==> src/rtl/csa_pkg.sv <==
package csa_pkg;

  typedef enum logic {
    SEL_CPU = 1'b0,
    SEL_IO  = 1'b1
  } sel_e;

  // Overlapped spacing holds only when no high-rate device forces burst mode.
  function automatic logic eff_overlap(input logic ovl, input logic burst);
    return ovl & ~burst;
  endfunction

  // A request is held back when spacing applies and the last branch was I/O.
  function automatic logic space_block(input logic ovl_eff, input logic prev_io);
    return ovl_eff & prev_io;
  endfunction

  // Exactly one strobe set in the phase vector.
  function automatic logic phase_legal(input logic [31:0] vec, input int unsigned n);
    int unsigned cnt;
    cnt = 0;
    for (int unsigned i = 0; i < 32; i++) begin
      if (i < n && vec[i]) cnt++;
    end
    return (cnt == 1);
  endfunction

endpackage

==> src/rtl/csa_phase_tap.sv <==
module csa_phase_tap #(
  parameter int NPH     = 8,
  parameter int DEC_IDX = 0,
  parameter int BRN_IDX = 1,
  parameter int LST_IDX = NPH - 1
) (
  input  logic [NPH-1:0] phase_i,
  output logic           ph_decide,
  output logic           ph_branch,
  output logic           ph_last
);
  import csa_pkg::*;

  logic ph_ok;

  always_comb begin
    logic [31:0] wide;
    wide = '0;
    wide[NPH-1:0] = phase_i;
    ph_ok = phase_legal(wide, NPH);
  end

  assign ph_decide = ph_ok & phase_i[DEC_IDX];
  assign ph_branch = ph_ok & phase_i[BRN_IDX];
  assign ph_last   = ph_ok & phase_i[LST_IDX];

endmodule

==> src/rtl/csa_req_gate.sv <==
module csa_req_gate #(
  parameter int NSRC = 4
) (
  input  logic            clk,
  input  logic            rst_n,
  input  logic [NSRC-1:0] src_req_i,
  input  logic            ph_last,
  output logic            req_lat
);
  logic [NSRC:0] chain;

  assign chain[0] = 1'b0;
  for (genvar g = 0; g < NSRC; g++) begin : g_or
    assign chain[g+1] = chain[g] | src_req_i[g];
  end

  // Sampled only at the end-of-cycle phase: requests raised elsewhere wait.
  always_ff @(posedge clk) begin
    if (!rst_n)       req_lat <= 1'b0;
    else if (ph_last) req_lat <= chain[NSRC];
  end

endmodule

==> src/rtl/csa_grant_sched.sv <==
module csa_grant_sched (
  input  logic clk,
  input  logic rst_n,
  input  logic ph_decide,
  input  logic ph_branch,
  input  logic req_lat,
  input  logic ovl_eff,
  output logic xfer_q,
  output logic gate_a,
  output logic gate_r
);
  import csa_pkg::*;

  sel_e take_io;
  logic last_io;

  assign xfer_q = req_lat & ~space_block(ovl_eff, last_io);

  always_ff @(posedge clk) begin
    if (!rst_n) begin
      take_io <= SEL_CPU;
      last_io <= 1'b0;
    end else begin
      if (ph_decide) take_io <= xfer_q ? SEL_IO : SEL_CPU;
      if (ph_branch) last_io <= (take_io == SEL_IO);
    end
  end

  assign gate_a = ph_branch & (take_io == SEL_CPU);
  assign gate_r = ph_branch & (take_io == SEL_IO);

endmodule

==> src/rtl/csa_err_mon.sv <==
module csa_err_mon (
  input  logic clk,
  input  logic rst_n,
  input  logic err_smp,
  input  logic gate_a,
  input  logic xfer_q,
  output logic inst_chk
);
  logic clash;

  assign clash = err_smp & gate_a & xfer_q;

  always_ff @(posedge clk) begin
    if (!rst_n)     inst_chk <= 1'b0;
    else if (clash) inst_chk <= 1'b1;
  end

endmodule

==> src/rtl/cyc_steal_arb.sv <==
module cyc_steal_arb #(
  parameter int NSRC = 4,
  parameter int NPH  = 8
) (
  input  logic            clk,
  input  logic            rst_n,
  input  logic [NSRC-1:0] src_req_i,
  input  logic [NPH-1:0]  phase_i,
  input  logic            err_smp_i,
  input  logic            ovl_i,
  input  logic            burst_i,
  output logic            xfer_req_o,
  output logic            gate_a_o,
  output logic            gate_r_o,
  output logic            inst_chk_o
);
  import csa_pkg::*;

  localparam int DEC_IDX = 0;
  localparam int BRN_IDX = 1;
  localparam int LST_IDX = NPH - 1;

  logic ph_decide, ph_branch, ph_last;
  logic req_lat;
  logic ovl_eff;

  assign ovl_eff = eff_overlap(ovl_i, burst_i);

  csa_phase_tap #(
    .NPH(NPH), .DEC_IDX(DEC_IDX), .BRN_IDX(BRN_IDX), .LST_IDX(LST_IDX)
  ) u_tap (
    .phase_i  (phase_i),
    .ph_decide(ph_decide),
    .ph_branch(ph_branch),
    .ph_last  (ph_last)
  );

  csa_req_gate #(.NSRC(NSRC)) u_req (
    .clk      (clk),
    .rst_n    (rst_n),
    .src_req_i(src_req_i),
    .ph_last  (ph_last),
    .req_lat  (req_lat)
  );

  csa_grant_sched u_sched (
    .clk      (clk),
    .rst_n    (rst_n),
    .ph_decide(ph_decide),
    .ph_branch(ph_branch),
    .req_lat  (req_lat),
    .ovl_eff  (ovl_eff),
    .xfer_q   (xfer_req_o),
    .gate_a   (gate_a_o),
    .gate_r   (gate_r_o)
  );

  csa_err_mon u_err (
    .clk     (clk),
    .rst_n   (rst_n),
    .err_smp (err_smp_i),
    .gate_a  (gate_a_o),
    .xfer_q  (xfer_req_o),
    .inst_chk(inst_chk_o)
  );

endmodule

==> config.mk <==
export PLATFORM = sky130hd
export DESIGN_NAME = cyc_steal_arb
export DESIGN_NICKNAME = d
export VERILOG_FILES = /design/src/rtl/csa_pkg.sv /design/src/rtl/csa_phase_tap.sv /design/src/rtl/csa_req_gate.sv /design/src/rtl/csa_grant_sched.sv /design/src/rtl/csa_err_mon.sv /design/src/rtl/cyc_steal_arb.sv
export SDC_FILE = /design/constraint.sdc
export NUM_CORES = 1
export LEC_CHECK = 0
export ABC_AREA = 1
export ABC_CLOCK_PERIOD_IN_PS = 6100
export CORE_ASPECT_RATIO = 0.5
export CORE_MARGIN = 3
export CORE_UTILIZATION = 27
export DETAILED_ROUTE_END_ITERATION = 12
export PLACE_DENSITY = 0.54
export SLEW_MARGIN = 10
export SYNTH_ARGS = -nofsm -noshare
export SYNTH_HDL_FRONTEND = slang
export SYNTH_SLANG_ARGS = --single-unit
==> constraint.sdc <==
create_clock -name clk -period 6.1 [get_ports clk]
set_input_delay 1.22 -clock clk [delete_from_list [all_inputs] [get_ports clk]]
set_output_delay 1.22 -clock clk [all_outputs]
set_load 0.02 [all_outputs]
==> results of run 1 <==
-- metrics by stage --
step | area (sq um) | setup TNS, ns | total power (W) | util | hold slack, ns
4_1_cts | 1680 | 0 | 0.000288 | 0.544 | 0.445
3_5_place_dp | 1360 | -2.20 | 0.000183 | 0.442 | 0.440
3_3_place_gp | 1360 | -2.16 | 0.000181 | 0.442 | 0.439
5_1_grt | 1780 | -0.0939 | 0.000337 | 0.576 | 0.503
6_report | 1780 | 0 | 0.000313 | 0.576 | 0.446
2_1_floorplan | 903 | 0 | 0.000123 | - | 0.437
-- tightest hold or removal path: cells and delay by family, from the launching register on --
| kind | cells | cell delay [ns] |
|---|---|---|
| buffers and inverters | 1 | 0.04 |
| AOI/OAI and AO/OA | 1 | 0.05 |
| DFF | 1 | 0.30 |
-- layer usage --
metal  track usage  vias to the layer above  part of all wire
li1              -                      600                 -
met1         0.162                      468              0.43
met2         0.225                       25              0.51
met3        0.0263                        8             0.034
met4        0.0275                        0             0.020
met5             0                        -                 0
-- layout make-up --
cell class | count | area share
multi-input cells | 103 | 0.466
repair buffers | 77 | 0.363
inverters | 34 | 0.0746
flip-flops and latches | 4 | 0.0451
well taps | 40 | 0.0282
clock buffers | 3 | 0.0232
-- cells in the final DEF, fill, tap and decap left out, types with 3 or more instances in the layout --
| cell | Yosys | layout |
|---|---|---|
| inv_1 | 28 | 22 |
| nor2_2 | 2 | 4 |
| nand2_2 | 17 | 19 |
| clkdlybuf4s50_1 | 0 | 15 |
| nand2_4 | 5 | 10 |
| nand3_1 | 11 | 11 |
| nand3_2 | 6 | 6 |
| ha_4 | 0 | 6 |
| buf_6 | 0 | 5 |
| nand3_4 | 3 | 3 |
| inv_2 | 6 | 10 |
| nand2_1 | 30 | 23 |
| clkbuf_8 | 0 | 3 |
| a21oi_1 | 3 | 3 |
| nor2_1 | 7 | 4 |
| buf_4 | 0 | 55 |
| dfxtp_1 | 4 | 4 |
-- flip-flops by register name (all words and copies together), names as in the netlist --
register	cells
u_sched.last_io	1
u_sched.take_io	1
u_err.inst_chk	1
u_req.req_lat	1
-- logic make-up after synthesis --
kind of cell,count (synthesis),synth area share
AOI/OAI and AO/OA,7,0.0531
adders and majority gates,7,0.0978
and+or+nand+nor,89,0.617
buffers and inverters,34,0.142
DFF,4,0.0894
-- final timing paths --
path | endpoint
worst max-delay path | gate_r_o
worst min-delay path | u_err.inst_chk
worst max register to register | u_sched.take_io
worst min register to register | u_err.inst_chk
-- power breakdown --
part / switching [W] / internal (W)
combinational: 0.000105 / 0.000123
clock: 0.0000140 / 0.0000421
sequential: 0.000000846 / 0.0000284
total: 0.000119 / 0.000194
-- repair_timing --
item	4_1_cts	5_1_grt
pin swaps	23	21
resized for setup	37	22
setup endpoints to repair	2	2
buffers inserted	29	3
==> results.tsv, run 1 <==
metric	value	unit
clkSinkCount	4	
tightestPinTransition	0.289	ns
synth_most_common_cell	nand2_1	
yosysWarnings	0	
synth_top_area_cell	nand2_1	
ys.flop_type	dfxtp_1	
ys_seq_area_frac	0.0894	
synth.distinct_cells	24	
insertedDiodeCount	0	
power_density	176	mW/mm^2
setup_violations	0	
slowest_stage	ha_1	
clockRootBuffer	clkbuf_8	
die_w	87.5	um
hold_buffers	0	
hold_path_depth	2	
start_kind	input port	
synth_seq_cells	4	
rsz0062_at_grt	yes	
core_area	0.00308	sq mm
critical_path.startpoint	phase_i[0]	
path_depth	29	
avgRoutedWirePerCell	10.9	um
critPathBufInv	7	
place_hpwl	1740	um
hold_violations	0	
place_congestion	0.774	
instances_no_fill	261	
synth_cells	141	
clock_latency	0.22	ns
hold_class	reg -> reg	
synth_edf_count	0	
maxSlewViolCount	0	
cts_tree	done	
core.rowCount	14	
clock.fmax	167	MHz
netlist_top_cells_area	nand2_1, nand2_2, inv_1	
ant_nets	0	
ir_drop	104	uV
leakagePower	0.936	nW
max-cap-violations	0	
status	finished, final reports clean	
setup_ws	0.123	ns
synth_common_cells	nand2_1, inv_1, nand2_2	
r2r-start	u_sched.last_io	
required	4.88	ns
ios	21	
syn2layout_area_growth	98.3	%
die_h	46.7	um
fin_nets	247	
synthesis.nets	165	
grt_max_degree	6	
seq_area	80.1	sq um
num-fill-cells	271	
drt-pass1-iter-count	4	
grt_first_pass_wirelength	3970	um
vias	1101	
fin_crit	5.98	ns
grt.overflow.total	0	
async_flop_share	0	
endpoint_kind	output port	
pre_cts_ws	-1.11	ns
rrSetupSlack	5.04	ns
synth_top_area_frac	0.126	
slowest_delay	0.28	ns
cp_max_fo	3	
dieArea	0.00409	sq mm
drc_errors	0	
relSlewSlack	0.805	
hp-start	u_err.inst_chk	
cp_top_family	simple AND/OR/NAND/NOR gates	
grt_antenna_before_repair	0	
drtIter0Drc	27	
clkSlewWorstSetupHoldPaths	0.03	ns
r2r_cells	5	
cts_made_buffers	3	
grt_usage	0.126	
path_common_cell	ha_4	
clk_path_buf_depth	2	
clock_skew	0.000857	ns
critPathKind	in -> out	
syn_area	896	sq um
final_layout_size_suffix_gt1_frac	0.588	
start_util	0.291	
arrival	4.76	ns
avgSynthCellArea	6.35	sq um
via_per_inst	4.22	
period_share	0.980	
post-place-cells	229	
wl	2850	um
multi_input_area	828	sq um
first_global_vias	968	
htree_levels	1	
numPortBuffers	20	
No activity file was read; power rests on OpenSTA's default activity.
==> inputs of run 2 (changes only) <==
--- a/config.mk
+++ b/config.mk
@@ -6,7 +6,6 @@
 export NUM_CORES = 1
 export LEC_CHECK = 0
 export ABC_AREA = 1
-export ABC_CLOCK_PERIOD_IN_PS = 6100
 export CORE_ASPECT_RATIO = 0.5
 export CORE_MARGIN = 3
 export CORE_UTILIZATION = 27
==> results of run 2 <==
The final DEF is identical to that of run 1; final timing and power are the same.
